<file path="src/rtl/divstep_pkg.sv">
package divstep_pkg;

  typedef enum logic [1:0] {
    OP_LOADT = 2'b00,
    OP_CLRU  = 2'b01,
    OP_SETS  = 2'b10,
    OP_STEP  = 2'b11
  } divstep_op_e;

  typedef struct packed {
    logic q;
    logic m;
    logic t;
  } divstep_flags_t;

endpackage

</file>
<file path="src/rtl/divstep_alu.sv">
module divstep_alu
  import divstep_pkg::*;
#(
  parameter int W = 32
) (
  input  logic [W-1:0]   rn,
  input  logic [W-1:0]   rm,
  input  divstep_flags_t cur,
  output logic [W-1:0]   rn_nx,
  output logic           q_nx,
  output logic           t_nx
);
  localparam int MSB = W - 1;

  logic [W-1:0] shifted;
  logic         do_sub;
  logic         cy;

  always_comb begin
    shifted = {rn[MSB-1:0], cur.t};
    do_sub  = (cur.q == cur.m);
    if (do_sub) begin
      rn_nx = shifted - rm;
      cy    = (rn_nx > shifted);
    end else begin
      rn_nx = shifted + rm;
      cy    = (rn_nx < shifted);
    end
    q_nx = rn[MSB] ^ cur.m ^ cy;
    t_nx = (q_nx == cur.m);
  end

endmodule

</file>
<file path="src/rtl/divstep_flagreg.sv">
module divstep_flagreg
  import divstep_pkg::*;
(
  input  logic           clk,
  input  logic           arst_n,
  input  logic           cmd_valid,
  input  divstep_op_e    op,
  input  logic           dvd_msb,
  input  logic           dvs_msb,
  input  logic           t_load,
  input  logic           step_q,
  input  logic           step_t,
  output divstep_flags_t flags
);

  divstep_flags_t flags_nx;
  logic           flags_en;

  always_comb begin
    flags_en = cmd_valid;
    flags_nx = flags;
    unique case (op)
      OP_CLRU: flags_nx = '{q: 1'b0, m: 1'b0, t: 1'b0};
      OP_SETS: flags_nx = '{q: dvd_msb, m: dvs_msb, t: dvd_msb ^ dvs_msb};
      OP_STEP: flags_nx = '{q: step_q, m: flags.m, t: step_t};
      OP_LOADT: flags_nx = '{q: flags.q, m: flags.m, t: t_load};
      default: flags_nx = flags;
    endcase
  end

  always_ff @(posedge clk or negedge arst_n) begin
    if (!arst_n) begin
      flags <= '0;
    end else if (flags_en) begin
      flags <= flags_nx;
    end
  end

endmodule

</file>
<file path="src/rtl/divstep_unit.sv">
module divstep_unit
  import divstep_pkg::*;
#(
  parameter int W        = 32,
  parameter int SYNC_LEN = 2
) (
  input  logic         clk,
  input  logic         rst_n,
  input  logic         cmd_valid,
  input  logic [1:0]   cmd_op,
  input  logic [W-1:0] rn_in,
  input  logic [W-1:0] rm_in,
  input  logic         t_in,
  output logic [W-1:0] rn_out,
  output logic         q_flag,
  output logic         m_flag,
  output logic         t_flag
);
  localparam int MSB = W - 1;

  logic [SYNC_LEN-1:0] rst_pipe;
  logic                core_rst_n;

  always_ff @(posedge clk or negedge rst_n) begin
    if (!rst_n) begin
      rst_pipe <= '0;
    end else begin
      rst_pipe <= {rst_pipe[SYNC_LEN-2:0], 1'b1};
    end
  end
  assign core_rst_n = rst_pipe[SYNC_LEN-1];

  divstep_op_e    op;
  divstep_flags_t flags;
  logic [W-1:0]   alu_rn;
  logic           alu_q;
  logic           alu_t;
  logic [W-1:0]   rn_nx;
  logic           rn_en;

  assign op = divstep_op_e'(cmd_op);

  divstep_alu #(.W(W)) u_alu (
    .rn    (rn_in),
    .rm    (rm_in),
    .cur   (flags),
    .rn_nx (alu_rn),
    .q_nx  (alu_q),
    .t_nx  (alu_t)
  );

  divstep_flagreg u_flags (
    .clk       (clk),
    .arst_n    (core_rst_n),
    .cmd_valid (cmd_valid),
    .op        (op),
    .dvd_msb   (rn_in[MSB]),
    .dvs_msb   (rm_in[MSB]),
    .t_load    (t_in),
    .step_q    (alu_q),
    .step_t    (alu_t),
    .flags     (flags)
  );

  always_comb begin
    rn_en = cmd_valid && (op == OP_STEP);
    rn_nx = alu_rn;
  end

  always_ff @(posedge clk or negedge core_rst_n) begin
    if (!core_rst_n) begin
      rn_out <= '0;
    end else if (rn_en) begin
      rn_out <= rn_nx;
    end
  end

  assign q_flag = flags.q;
  assign m_flag = flags.m;
  assign t_flag = flags.t;

endmodule

</file>
<file path="config.mk">
export PLATFORM = sky130hd
export DESIGN_NAME = divstep_unit
export DESIGN_NICKNAME = d
export VERILOG_FILES = /design/src/rtl/divstep_pkg.sv /design/src/rtl/divstep_alu.sv /design/src/rtl/divstep_flagreg.sv /design/src/rtl/divstep_unit.sv
export SDC_FILE = /design/constraint.sdc
export NUM_CORES = 1
export LEC_CHECK = 0
export ABC_AREA = 1
export BUFFER_PORTS_ARGS = -buffer_cell sky130_fd_sc_hd__clkbuf_2
export CAP_MARGIN = 5
export CORE_UTILIZATION = 35
export CTS_CLUSTER_DIAMETER = 80
export DETAILED_ROUTE_END_ITERATION = 8
export HOLD_SLACK_MARGIN = 0.03
export MAX_ROUTING_LAYER = met4
export PLACE_DENSITY_LB_ADDON = 0.25
export SYNTH_ARGS = -nofsm -noshare
export SYNTH_HDL_FRONTEND = slang
export SYNTH_SLANG_ARGS = --single-unit
</file>
<file path="constraint.sdc">
create_clock -name clk -period 1.09 [get_ports clk]
set_input_delay 0.1635 -clock clk [delete_from_list [all_inputs] [get_ports clk]]
set_output_delay 0.1635 -clock clk [all_outputs]
set_load 0.005 [all_outputs]
</file>
==> flow_summary.ini, run 1 <==
[run_status]
status = complete, but fails checks
violations = negative setup slack

[setup_path]
crit_required_ns = 1.26
cp_num_buf_inv = 2
cp_slowest_cell = dfrtp_1
ff2ff_path_depth = 28
critPathMaxFanout = 4
setup.worst_path.end_class = register
worstSetupPathType = register to register
critPathTopFamily = simple AND/OR/NAND/NOR gates
rr_endpoint = u_flags.flags[2]
critical_path_arrival_ns = 3.55
crit_top_cell = nand2_1
cp.depth = 28
r2r_slack_ns = -2.29
start_kind = register
max_stage_delay_ns = 0.43
crit_path_end = u_flags.flags[2]
regToRegStartpoint = u_flags.flags[0]
crit_path_start = u_flags.flags[0]

[synthesis]
ys.flop_type = dfrtp_1
syn_area_per_cell_um2 = 6.12
synth_cell_types = 51
synth_edf_count = 0
syn_nets = 1458
syn_area_mm2 = 0.00770
yosys_warnings = 0
synth_cells = 1258
synth-seq-cells = 37
yosysSeqAreaShare_pct = 12.0
synthArstFlopShare_pct = 100

[pwr]
report.power.total_mw = 13.0
p_int_mw = 7.37
peakVddDrop_mv = 0.720
power_frac_comb_pct = 70.4
power_frac_seq_pct = 15.0
p_sw_mw = 5.64
p_per_area_mw_per_mm2 = 1000
leakage_nw = 7.04
power_frac_clock_pct = 14.6
p_sw_share_pct = 43.4

[clock_network]
cts_root_buffer = clkbuf_16
cts_buffers = 5
htree_levels = 2
insertion_delay_ns = 0.29
cts_tree = yes
clk_pin_slew_worst_paths_ns = 0.06
clock-sinks = 37
cts_buffer_depth = 2

[sta]
finalCritPeriodShare_pct = 310
rsz0062_at_grt = true
tightest_slew_ns = 0.559
setup_viol = 35
relSlewSlack_pct = 62.8
tns_ns = -40.50
fmax_mhz = 296
fin_skew_ns = 0.00487
fin_crit_ns = 3.38
whs_ns = 0.186
slew_viol_final = 0
finalHoldViolations = 0
fin_ws_ns = -2.29

[cells_and_area]
fin_nets = 1950
drive_gt1_share_pct = 42.6
utilization_pct = 60.9
antennaDiodeCount = 0
area_delta_synth_final_pct = 68.5

[floorplanning]
core-area_mm2 = 0.0213
die_y_um = 150
dieArea_mm2 = 0.0226
dieWidth_um = 150
pin_count = 105
initial_core_util_pct = 36.2
num_rows = 53

[route]
vias_per_cell = 4.96
avgRoutedWirePerCell_um = 16.1
drtPass1Iterations = 5
drc = 0
drt_iter0_drc = 615
drt_wl_total_um = 32700
vias = 10054
antenna_left = 0

[place]
hpwl_um = 27900
gp_congestion = 0.993
io_buffer_count = 104

[worst_hold_path]
hp-class = input pin to register

[global_routing]
grt_pass1_wl_um = 49300
overflow = 0
antenna_found_initial = 0
grt_max_degree = 38
grt_pass1_vias = 9408
grt_util_all_layers_pct = 29.6

[run]
maxCapViolCount = 0
layer usage:
layer  track usage, %  up-vias  wire [µm]
li1                 -     5027          -
met1             41.9     4682      15500
met2             46.1      310      14700
met3             1.73       35       1860
met4             6.82        0        620
met5                -        -          0
registers in the layout, indices dropped and copies added, names as in the netlist:
| register | count |
|---|---|
| rn_out | 32 |
| u_flags.flags | 3 |
| rst_pipe | 2 |
tightest hold or removal path, cell delays in order:
cell and delay [ns]:
clkbuf_2 0.10, nand2_1 0.08, o21ai_0 0.08
worst min path at each step:
stage,startpoint,endpoint,cells past startpoint
after floorplan,rst_n,rst_pipe[0],0
after global placement,rst_n,rst_pipe[0],1
after detailed placement,rst_n,rst_pipe[0],1
after CTS,cmd_valid,u_flags.flags[1],3
after global routing,cmd_valid,u_flags.flags[1],3
final,cmd_valid,u_flags.flags[1],3
cells in the final DEF, fill, tap and decap left out, drive strengths merged, types with 13 or more instances in the layout:
cell type and n:
ha 128, inv 225, clkbuf 108, o21ai 88, nor3 13, nand3 98
a21oi 101, buf 406, xor2 33, nand2 302, nor2 132, dfrtp 37
nand4 18
final cells by class:
| type | count | area [µm²] |
|---|---|---|
| clock inverters | 3 | 65.1 |
| repair buffers | 510 | 3740 |
| well taps | 275 | 344 |
| clock buffers | 5 | 125 |
| flip-flops and latches | 37 | 927 |
| multi-input cells | 970 | 6910 |
| inverters | 226 | 861 |
| fillers | 1999 | 8320 |
power by group through the flow:
stage	combinational, mW	sequential (mW)	clock [mW]
CTS	8.55	1.96	1.93
floorplan	3.83	2.00	0
detailed placement	7.81	1.97	0
global route	10.0	2.00	1.98
finish	9.16	1.95	1.90
global placement	7.71	1.96	0
synth_stat cells, types with 6 or more instances:
cell type | instances | area, µm²
o21bai_1 | 9 | 67.6
buf_2 | 7 | 35.0
nor2_2 | 8 | 50.1
nand4_1 | 18 | 113
inv_1 | 211 | 792
a21oi_1 | 92 | 460
nor2_1 | 118 | 443
xor2_1 | 33 | 289
o21ai_0 | 58 | 290
nand2_1 | 296 | 1110
nand3_1 | 97 | 485
clkbuf_1 | 7 | 26.3
nor3_1 | 10 | 50.1
inv_2 | 14 | 52.6
buf_6 | 7 | 78.8
o21ai_1 | 26 | 130
o211ai_1 | 6 | 45.0
dfrtp_1 | 37 | 926
a21oi_2 | 8 | 70.1
ha_1 | 128 | 1600
timing repair:
action | 4_1_cts | 5_1_grt
endpoints found under the setup margin | 37 | 37
setup buffers | 26 | 13
hold buffers | 1 | 0
pin swaps | 56 | 58
gates resized for setup | 146 | 102
endpoints found under the hold margin | 2 | 0
logic make-up (layout without fill, tap and decap cells):
family,Yosys count,count (layout),share of synthesized area [%]
other cells,1,1,0.0487
compound gates,223,223,16.4
xor+xnor,37,37,4.21
buf+inv,251,744,13.2
fa+ha+maj,130,130,21.3
simple gates,579,579,32.8
flops,37,37,12.0
stage by stage:
step | cells | area, µm² | setup slack (ns)
floorplan | 1258 | 7900 | -2.05
global placement | 1989 | 11400 | -2.46
detailed placement | 1989 | 11400 | -2.44
CTS | 2019 | 12500 | -2.28
global route | 2026 | 13000 | -2.49
finish | 2026 | 13000 | -2.29
No activity file was read; power rests on OpenSTA's default activity.
==> run 2: changes to the inputs <==
--- a/config.mk
+++ b/config.mk
@@ -5,11 +5,11 @@
 export SDC_FILE = /design/constraint.sdc
 export NUM_CORES = 1
 export LEC_CHECK = 0
-export ABC_AREA = 1
 export BUFFER_PORTS_ARGS = -buffer_cell sky130_fd_sc_hd__clkbuf_2
 export CAP_MARGIN = 5
 export CORE_UTILIZATION = 35
 export CTS_CLUSTER_DIAMETER = 80
+export CTS_CLUSTER_SIZE = 10
 export DETAILED_ROUTE_END_ITERATION = 8
 export HOLD_SLACK_MARGIN = 0.03
 export MAX_ROUTING_LAYER = met4
==> run 2 against run 1 <==
  * The run still ends with negative setup slack left
  * Sequential power up 6%
  * Final cell count down 21%
  * Die area down 9.0%
  * Core utilization down 1.5 points
  * Critical path depth down 6
  * Register-to-register slack worse by 1.2 ns
  * Critical path type unchanged
  * Critical endpoint is now u_flags.flags[0]
==> flow_summary.ini, run 2 <==
[setup_path]
crit_top_cell = buf_4
rr_endpoint = u_flags.flags[0]
crit_path_start = u_flags.flags[0]
critPathMaxFanout = 3
crit_path_end = u_flags.flags[0]
critical_path_arrival_ns = 4.73
worstSetupPathType = register to register
r2r_slack_ns = -3.48
ff2ff_path_depth = 22
start_kind = register
crit_required_ns = 1.25
max_stage_delay_ns = 0.40
regToRegStartpoint = u_flags.flags[0]
path_cells = buf_4, ha_4, fa_2, nor2b_4, o311ai_4, buf_4, a211oi_4, nand4_1, a21oi_2, o221ai_2, o21bai_1, a21oi_1, xnor2_1, ha_1, a21o_1, a211o_1, nor3_2, and4_1, nor4_4, xor2_1, a221oi_1, a211oi_1
setup.worst_path.end_class = register
cp_slowest_cell = dfrtp_1

[place]
hpwl_um = 21200
gp_congestion = 0.915
dp_cells = 1565
io_buffer_count = 104

[floorplanning]
dieArea_mm2 = 0.0206
num_rows = 51
initial_core_util_pct = 35.8
pin_count = 105
core-area_mm2 = 0.0195
dieWidth_um = 143
die_y_um = 143

[clock_network]
insertion_delay_ns = 0.29
cts_buffer_depth = 2
cts_root_buffer = clkbuf_16
clock-sinks = 37
htree_levels = 2
clk_pin_slew_worst_paths_ns = 0.06
cts_buffers = 5
cts_tree = yes

[global_routing]
antenna_found_initial = 0
grt_util_all_layers_pct = 26.1
grt_pass1_wl_um = 41100
overflow = 0
grt_max_degree = 36
grt_pass1_vias = 8089

[sta]
finalHoldViolations = 0
slew_viol_final = 0
finalCritPeriodShare_pct = 419
tightest_slew_ns = 0.653
tns_ns = -55.12
setup_viol = 36
fmax_mhz = 219
fin_skew_ns = 0.00677
fin_crit_ns = 4.57
rsz0062_at_grt = true
relSlewSlack_pct = 56.2
fin_ws_ns = -3.48
whs_ns = 0.203

[synthesis]
yosysMostFrequentCell = ha_1
yosys-top-cells-count = 128 x ha_1, 92 x inv_1, 72 x nand2_1, 63 x nor2_1, 56 x a21oi_1
yosys_warnings = 0
synthArstFlopShare_pct = 100
synth_edf_count = 0
yosysSeqAreaShare_pct = 13.2
synth_area_leader_cell = ha_1
synth_cell_types = 80
synth_top_area_share_pct = 22.9
syn_nets = 1096
synth-seq-cells = 37
synth_area_leaders = ha_1 23%, dfrtp_1 13%, xnor2_1 6.9%, inv_1 4.9%, a21oi_1 4.0%
synth_cells = 896
syn_area_per_cell_um2 = 7.81
ys.flop_type = dfrtp_1
syn_area_mm2 = 0.00699

[pwr]
peakVddDrop_mv = 0.593
p_per_area_mw_per_mm2 = 1100
leakage_nw = 5.91

[route]
drc = 0
avgRoutedWirePerCell_um = 16.3
vias = 8221
antenna_left = 0
drtPass1Iterations = 5
drt_iter0_drc = 515
vias_per_cell = 5.12
drt_wl_total_um = 26200

[cells_and_area]
seq_area_um2 = 927
final_cell_mix = 342 x buf_4, 121 x ha_1, 104 x clkbuf_2
largest_register = rn_out
final_common_cell = buf_4
utilization_pct = 59.4
multi_input_area_mm2 = 0.00634
n_fill_cell = 1776
area_delta_synth_final_pct = 65.9
fin_nets = 1541
largest_registers = rn_out x32, u_flags.flags x3, rst_pipe x2
antennaDiodeCount = 0
final_cells = 1607
largest_reg_flops = 32
drive_gt1_share_pct = 46.1

[worst_hold_path]
hp-class = input pin to asynchronous set/reset pin

[run_status]
status = complete, but fails checks
violations = negative setup slack

[run]
maxCapViolCount = 0
## run 2: cell types whose count changed in the layout (fill, tap and decap cells not counted), moves of 18 or more
cell / delta
a21o_1: +25
a21oi_1: -34
buf_4: -23
inv_1: -114
inv_2: -18
nand2_1: -178
nand2_2: -34
nand3_1: -34
nand3_2: -26
nor2_1: -46
nor2_2: -18
o21ai_1: -20
xnor2_1: +36
## run 2: kinds of logic after synthesis
logic type	after synthesis	share of synthesized area, %
and+or+nand+nor	250	17.6
adders and majority gates	130	23.5
other	1	0.0536
muxes	10	1.43
buffers and inverters	133	7.76
DFF	37	13.2
xor gates and xnor gates	69	8.84
AOI/OAI and AO/OA	266	27.6
## run 2: stage by stage
stage               cell area (µm²)  worst slack [ns]  power, mW
floorplan                      7150             -3.26       6.08
global placement              10400             -3.48       9.58
detailed placement            10400             -3.62       9.67
CTS                           11100             -3.31       12.2
global route                  11600             -3.67       13.7
finish                        11600             -3.48       12.8
## run 2: final cells by class
cell class | count | area share, %
repair buffers | 477 | 30.0
inverters | 94 | 3.04
flip-flops and latches | 37 | 7.99
clock inverters | 1 | 0.259
clock buffers | 7 | 1.23
well taps | 265 | 2.86
multi-input cells | 726 | 54.6
## run 2: repair_timing
item | CTS | global route
setup buffers | 22 | 25
pin swaps | 72 | 61
hold buffers | 1 | 0
hold endpoints to repair | 2 | 0
endpoints found under the setup margin | 37 | 37
gates resized for setup | 99 | 62
## run 2: worst max-delay path: cells and delay by family, from the launching register on
kind | cells | cell delay [ns]
AOI/OAI and AO/OA | 10 | 1.87
xor gates and xnor gates | 2 | 0.33
adders and majority gates | 3 | 0.59
buffers and inverters | 2 | 0.31
DFF | 1 | 0.40
and+or+nand+nor | 5 | 0.96
## run 2: metal layers
metal	wire, µm	up-vias	GRT usage (%)	part of all wire (%)
met1	11900	3855	34.2	45
met4	634	0	8.23	2.4
met2	12500	220	42.8	48
met3	1200	37	1.90	4.6
met5	0	-	-	0
li1	-	4109	-	-
## run 2: power breakdown
part / switching (mW) / internal (mW)
logic: 4.33 / 4.57
clock network: 0.668 / 1.15
registers: 0.285 / 1.77
total: 5.28 / 7.49
## run 2: worst min-delay path by stage
stage,to,slack [ns],cells after the start
3_3_place_gp,rst_pipe[0],-0.05,1
4_1_cts,rst_pipe[1],0.20,2
2_1_floorplan,rst_pipe[0],-0.13,0
6_report,rst_pipe[1],0.20,2
3_5_place_dp,rst_pipe[0],-0.05,1
5_1_grt,rst_pipe[1],0.21,2
